==> config.mk <==
export PLATFORM = sky130hd
export DESIGN_NAME = ctl_decoder
export DESIGN_NICKNAME = d
export VERILOG_FILES = /design/src/rtl/ctl_decoder_pkg.sv /design/src/rtl/insn_match_plane.sv /design/src/rtl/ctl_or_plane.sv /design/src/rtl/ctl_decoder.sv
export SDC_FILE = /design/constraint.sdc
export NUM_CORES = 1
export LEC_CHECK = 0
export BUFFER_PORTS_ARGS = -buffer_cell sky130_fd_sc_hd__buf_2
export CAP_MARGIN = 5
export CORE_AREA = 2 2 39 41
export DETAILED_ROUTE_END_ITERATION = 6
export DIE_AREA = 0 0 41 43
export PLACE_DENSITY = 0.37
export RECOVER_POWER = 50
export SETUP_SLACK_MARGIN = 0.3
export SKIP_LAST_GASP = 1
export SLEW_MARGIN = 20
export SYNTH_ARGS = -nofsm -noshare
export SYNTH_HDL_FRONTEND = slang
export SYNTH_SLANG_ARGS = --single-unit
==> constraint.sdc <==
create_clock -name vclk -period 2.3
set_clock_uncertainty 0.2 [all_clocks]
set_input_delay 0.46 -clock vclk [all_inputs]
set_output_delay 0.46 -clock vclk [all_outputs]
set_load 0.1 [all_outputs]
==> src/rtl/ctl_decoder_pkg.sv <==
package ctl_decoder_pkg;
   localparam int OPC_W   = 6;
   localparam int FN_W    = 6;
   localparam int N_TERMS = 7;
   localparam int N_CTL   = 10;

   // product term order: 0 add, 1 sub, 2 ori, 3 lw, 4 sw, 5 beq, 6 jmp
   localparam logic [N_TERMS-1:0][OPC_W-1:0] TERM_OPC = {
      6'b000010, 6'b000100, 6'b101011, 6'b100011, 6'b001101, 6'b000000, 6'b000000};
   localparam logic [N_TERMS-1:0] TERM_USE_FN = 7'b0000011;
   localparam logic [N_TERMS-1:0][FN_W-1:0] TERM_FN = {
      6'd0, 6'd0, 6'd0, 6'd0, 6'd0, 6'b100010, 6'b100000};

   // control index order (LSB first): alu0, alu1, sext, jmp, br, dmem, rfw, wbm, imm, dst
   localparam int C_ALU0 = 0, C_ALU1 = 1, C_SEXT = 2, C_JMP = 3, C_BR = 4;
   localparam int C_DMEM = 5, C_RFW = 6, C_WBM = 7, C_IMM = 8, C_DST = 9;

   localparam logic [N_CTL-1:0][N_TERMS-1:0] CTL_MASK = {
      7'b0000011,   // dst
      7'b0011100,   // imm
      7'b0001000,   // wbm
      7'b0001111,   // rfw
      7'b0010000,   // dmem
      7'b0100000,   // br
      7'b1000000,   // jmp
      7'b0011000,   // sext
      7'b0000100,   // alu1
      7'b0100010};  // alu0
endpackage

==> src/rtl/insn_match_plane.sv <==
module insn_match_plane
   import ctl_decoder_pkg::*;
#(
   parameter int                              OW    = OPC_W,
   parameter int                              FW    = FN_W,
   parameter int                              NT    = N_TERMS,
   parameter logic [NT-1:0][OW-1:0]           OPCS  = TERM_OPC,
   parameter logic [NT-1:0]                   USEFN = TERM_USE_FN,
   parameter logic [NT-1:0][FW-1:0]           FNS   = TERM_FN
) (
   input  logic [OW-1:0] opc,
   input  logic [FW-1:0] fn,
   output logic [NT-1:0] hit
);
   if (NT < 1) begin : g_bad_nt
      $error("insn_match_plane: at least one product term required");
   end

   for (genvar t = 0; t < NT; t++) begin : g_term
      if (USEFN[t]) begin : g_with_fn
         assign hit[t] = (opc == OPCS[t]) && (fn == FNS[t]);
      end else begin : g_opc_only
         assign hit[t] = (opc == OPCS[t]);
      end
   end
endmodule

==> src/rtl/ctl_or_plane.sv <==
module ctl_or_plane
   import ctl_decoder_pkg::*;
#(
   parameter int                        NT   = N_TERMS,
   parameter int                        NC   = N_CTL,
   parameter logic [NC-1:0][NT-1:0]     MASK = CTL_MASK
) (
   input  logic [NT-1:0] hit,
   output logic [NC-1:0] ctl
);
   if (NC < 1) begin : g_bad_nc
      $error("ctl_or_plane: at least one control output required");
   end

   for (genvar k = 0; k < NC; k++) begin : g_out
      assign ctl[k] = |(hit & MASK[k]);
   end
endmodule

==> src/rtl/ctl_decoder.sv <==
module ctl_decoder
   import ctl_decoder_pkg::*;
(
   input  logic [OPC_W-1:0] opcode,
   input  logic [FN_W-1:0]  funct,
   output logic             dst_rd_sel,
   output logic             alu_imm_sel,
   output logic             wb_from_mem,
   output logic             rf_wen,
   output logic             dmem_wen,
   output logic             br_eq_sel,
   output logic             jmp_sel,
   output logic             imm_sext,
   output logic [1:0]       alu_op,
   output logic             illegal_inst
);
   if (N_CTL != 10 || N_TERMS != 7) begin : g_bad_cfg
      $error("ctl_decoder: control or term count does not match port list");
   end

   logic [N_TERMS-1:0] hit;
   logic [N_CTL-1:0]   ctl;

   insn_match_plane u_and (.opc(opcode), .fn(funct), .hit(hit));
   ctl_or_plane     u_or  (.hit(hit), .ctl(ctl));

   assign illegal_inst = ~|hit;
   assign dst_rd_sel   = ctl[C_DST];
   assign alu_imm_sel  = ctl[C_IMM];
   assign wb_from_mem  = ctl[C_WBM];
   assign rf_wen       = ctl[C_RFW];
   assign dmem_wen     = ctl[C_DMEM];
   assign br_eq_sel    = ctl[C_BR];
   assign jmp_sel      = ctl[C_JMP];
   assign imm_sext     = ctl[C_SEXT];
   assign alu_op       = {ctl[C_ALU1], ctl[C_ALU0]};

   always_comb begin
      // an unmatched encoding leaves no state-changing control high
      assert_illegal_quiet_R9: assert (!illegal_inst ||
         !(rf_wen || dmem_wen || br_eq_sel || jmp_sel));
      // at most one instruction term matches any encoding
      assert_single_term_R10: assert ($onehot0(hit));
      // the unused ALU code is never produced
      assert_alu_code_R11: assert (alu_op != 2'b11);
      // a memory write-back comes with immediate, extension and register write
      assert_load_bundle_R4: assert (!wb_from_mem || (alu_imm_sel && imm_sext && rf_wen));
      // a store never writes the register file
      assert_store_no_rfw_R5: assert (!dmem_wen || !rf_wen);
      // register-field destination only under the all-zero opcode
      assert_dst_rtype_R1: assert (!dst_rd_sel || opcode == '0);
   end
endmodule

# [After elaboration in Yosys (flattened, before gate mapping)]
# Cells that the tools add are included.
[totals] in_bits=12 elab_cells=17 output_inout_bits=11 reg_bits=0
[classes] eq_ne=7 reduce_logical=10
[ops] cell="== test 6 bit, second input constant" count=4
[ops] cell="OR reduction 7 bit" count=1
[ops] cell="== test 6 x 2 -> 1 bit, second input constant" count=1
[ops] cell="== test 6 x 3 -> 1 bit, second input constant" count=1
[ops] cell="== test 6 x 4 -> 1 bit, second input constant" count=1
[ops] cell="zero test 6 bit" count=1
[ops] cell="OR reduction 2 bit" count=3
[ops] cell="OR reduction 4 bit" count=1
[ops] cell="OR reduction 3 bit" count=1
[ops] cell="logical AND 1 bit" count=2
[ops] cell="zero test 1 bit" count=1

# [Longest topological paths before layout]
[depth] ltp_word=4 mapped_depth=3 ltp_nobuf=3

# [Modules after synthesis]
# Synthesis repeated with hierarchy kept, for this count alone.
[hier_totals] hier_cells=28 hier_area_um2=211.5
[by_module_without_submodules] module="insn_match_plane" cells_each=16 seq_area_each_um2=0.0 area_per_inst_um2=121.4 instances=1
[by_module_without_submodules] module="ctl_or_plane" cells_each=10 seq_area_each_um2=0.0 area_per_inst_um2=70.1 instances=1
[by_module_without_submodules] module="ctl_decoder" cells_each=2 seq_area_each_um2=0.0 area_per_inst_um2=20.0 instances=1

# [Least setup slack after synthesis]
# No wires, ideal clock.
[synth_path] kind="input port to output port" from="in opcode[5]" to="out illegal_inst" slack_ns=-3.064 n_path_buf=0 t_arrival_ns=4.704 stages=3 required_ns=1.640 cell_sequence="nor4b_1 > nor3b_1 > a211oi_1"
[synth_between] word_cells_on_any_way=10 classes_between="5 x eq/ne; 5 x reduce/logical"
[synth_lines] element="start: declaration" line_no="ctl_decoder.sv:4" text="input logic [OPC_W-1:0] opcode,"
[synth_lines] element="== test 6 x 3 -> 1 bit" line_no="insn_match_plane.sv:23" text="assign hit[t] = (opc == OPCS[t]);"
[synth_lines] element="via br_eq_sel" line_no="ctl_decoder.sv:11" text="output logic br_eq_sel,"
[synth_lines] element="OR reduction 7 bit" line_no="ctl_decoder.sv:27" text="assign illegal_inst = ~|hit;"
[synth_lines] element="zero test 1 bit" line_no="ctl_decoder.sv:27"
[synth_lines] element="end: declaration" line_no="ctl_decoder.sv:15" text="output logic illegal_inst"
# The timed path passes the listed nets, and every way through them passes these cells.

# [Worst setup path after layout]
[layout_path] from="in opcode[0]" to="out alu_op[0]"
[layout_between] elab_chain_cells=3 word_cells_on_any_way=4 classes_between="1 x eq/ne; 3 x reduce/logical"
[layout_rtl] element="zero test 6 bit" line_no="insn_match_plane.sv:21" text="assign hit[t] = (opc == OPCS[t]) && (fn == FNS[t]);"
[layout_rtl] element="logical AND 1 bit" line_no="insn_match_plane.sv:21"
[layout_rtl] element="OR reduction 2 bit *" line_no="ctl_or_plane.sv:16" text="assign ctl[k] = |(hit & MASK[k]);"
[layout_rtl] element="end: declaration" line_no="ctl_decoder.sv:14" text="output logic [1:0] alu_op,"
# Every way passes the cells marked *; elsewhere a longest branch is shown, timed or not.

==> qor.tcl <==
set qor(vias_in_the_first_global_route) 319
set qor(global_route.overflow_total) 0
set qor(layout_setup_ws_ns) -0.160
set qor(violations) {negative setup slack}
set qor(area.growth.synth_to_final_pct) 382
set qor(synth_top_area_cell) {nor4_4}
set qor(grt.total_usage_pct) 9.89
set qor(synth.top_cells.by_area) {nor4_4, and2_1, nand2b_1}
set qor(layout.clock_buffers) 0
set qor(timing_worst_slew_pin_value_ns) 0.272
set qor(routed_wire_length_per_instance_um) 11.6
set qor(nFillCells) 129
set qor(max_fo_critical_path) 3
set qor(detail_route.drc_violations) 0
set qor(summed_instance_area_of_the_synthesized_netlist_um2) 154
set qor(run_status) {finished, violations left}
set qor(ioPinCount) 23
set qor(die_w_um) 41
set qor(row_count) 14
set qor(dp_hpwl_um) 753
set qor(setup.worst_path.end_class) {output port}
set qor(finalCoreUtilization_pct) 53.6
set qor(final_min_period_over_clock_period_pct) 107
set qor(post_route_cells_drive_above_1_share_pct) 93.7
set qor(drt.antenna.violating_nets) 0
set qor(synth_area_per_cell_um2) 7.69
set qor(drt-total-wl_um) 916
set qor(report.final.hold_viol_count) 0
set qor(dp_cells) 74
set qor(min_period_ns) 2.46
set qor(postSynthNetCount) 32
set qor(synthesis.instances) 20
set qor(grt_first_pass_wirelength_mm) 1.28
set qor(cp.arrival_ns) 1.80
set qor(pwr_density_nw_per_um2) 137
set qor(setup_repair_after_global_routing_missed_its_margin) {yes}
set qor(antenna_found_initial) 0
set qor(hold_class) {in2out}
set qor(yosysWarnings) 0
set qor(vias) 324
set qor(timing.setup.critical_path_class) {in2out}
set qor(ff_latch_area_um2) 0
set qor(max_freq_mhz) 406
set qor(avgViaCountPerCell) 4.10
set qor(yosys.cell_types.count) 17
set qor(die_y_um) 43
set qor(design.die.area_um2) 1760
set qor(start_util_pct) 11.1
set qor(port-buffer-count) 23
set qor(timing.slew.headroom_pct) 81.7
set qor(slew_violations) 0
set qor(multi_input_area_um2) 239
set qor(setup.worst_path.start_class) {primary input}
set qor(drtPass1Iterations) 1
set qor(postCtsHoldBufs) 0
set qor(setup_viol) 3
set qor(synthDominantCellAreaShare_pct) 13.8
set qor(crit_required_ns) 1.64
set qor(drt_iter0_drc) 0
set qor(worst_ir_drop_vdd_v) 0.0000655
set qor(design.seq.count) 0
set qor(n_antenna_cell) 0
set qor(placer_congestion) 0.780
set qor(pin_count_of_the_biggest_net_entering_global_routing) 5
set qor(finalNetCount) 77
set qor(floorplan.core_area_um2) 1380
set qor(maxCapViolations) 0
set qor(synth_seq_area_share_pct) 0
set qor(p_leak_nw) 0.333
set qor(final_cells) 79
report_power, final:
part	internal (mW)	total [mW]	switching, mW
Sequential	0	0	0
Combinational	0.0535	0.101	0.0480
Clock	0	0	0
Total	0.0535	0.101	0.0480
Yosys cell counts:
library cell	instances
and3_1	1
or4_1	1
or3_1	1
a21o_1	1
nor2_1	2
nor4b_1	1
nor3b_1	1
o21bai_1	1
nor4_4	1
nor3_1	1
a211oi_1	1
or4bb_2	1
and2_1	2
nand2b_1	2
a21oi_1	1
or4_4	1
nand3b_1	1
cell type report:
cell class	instances	area share [%]
multi-input cells	20	32.2
well taps	16	2.70
repair buffers	43	65.1
routing by layer:
metal  up-vias  share of wire, %  global-route usage [%]
li1        169                 -                       -
met1       143                37                    10.1
met2        12                57                    20.9
met3         0               5.9                       0
met4         0                 0                       0
met5         -                 0                       0
critical path: stages:
cell and delay (ns):
buf_6 0.09, or4_4 0.55, nor4_4 0.33, a21o_2 0.20, buf_12 0.17
repair_timing:
action | in CTS | in global routing
setup endpoints to repair | 11 | 11
gates resized for setup | 24 | 3
buffers inserted | 2 | 3
pin swaps | 11 | 8
metrics by stage:
stage                     setup WS, ns  instance area, um2  TNS [ns]  hold WS, ns  power (mW)
after floorplan                  -1.13                 226     -3.56        0.830      0.0372
after global routing            -0.197                 742    -0.566         1.12       0.107
after global placement          -0.141                 624    -0.571         1.10      0.0798
after detailed placement        -0.172                 624    -0.655         1.09      0.0817
after CTS                       -0.141                 739    -0.413         1.10       0.100
final                           -0.160                 742    -0.445         1.10       0.101
kinds of logic (layout without fill, tap and decap cells):
kind of cell           after synthesis  after routing  share of synthesized area, %
buffers and inverters                0             43                             0
AOI/OAI and AO/OA                    4              4                          17.9
and+or+nand+nor                     16             16                          82.1
cells in the final DEF, fill, tap and decap left out:
cell type,Yosys,final
a211oi_2,0,1
a21o_2,0,1
a21oi_4,0,1
and2_4,0,2
and3_4,0,1
buf_12,0,8
buf_2,0,6
buf_4,0,10
buf_6,0,18
buf_8,0,1
nand2b_1,2,1
nand2b_4,0,1
nand3b_1,1,1
nor2_1,2,1
nor2_4,0,1
nor3_2,0,1
nor3b_4,0,1
nor4_4,1,1
nor4b_4,0,1
o21bai_1,1,1
or3_4,0,1
or4_4,1,2
or4bb_4,0,1
worst paths after layout:
kind	from	slack, ns	cells after the start	end
worst max-delay path	opcode[0]	-0.16	5	alu_op[0]
worst min-delay path	funct[1]	1.10	3	alu_op[0]
Note: power is estimated with default switching activity, not from simulation.
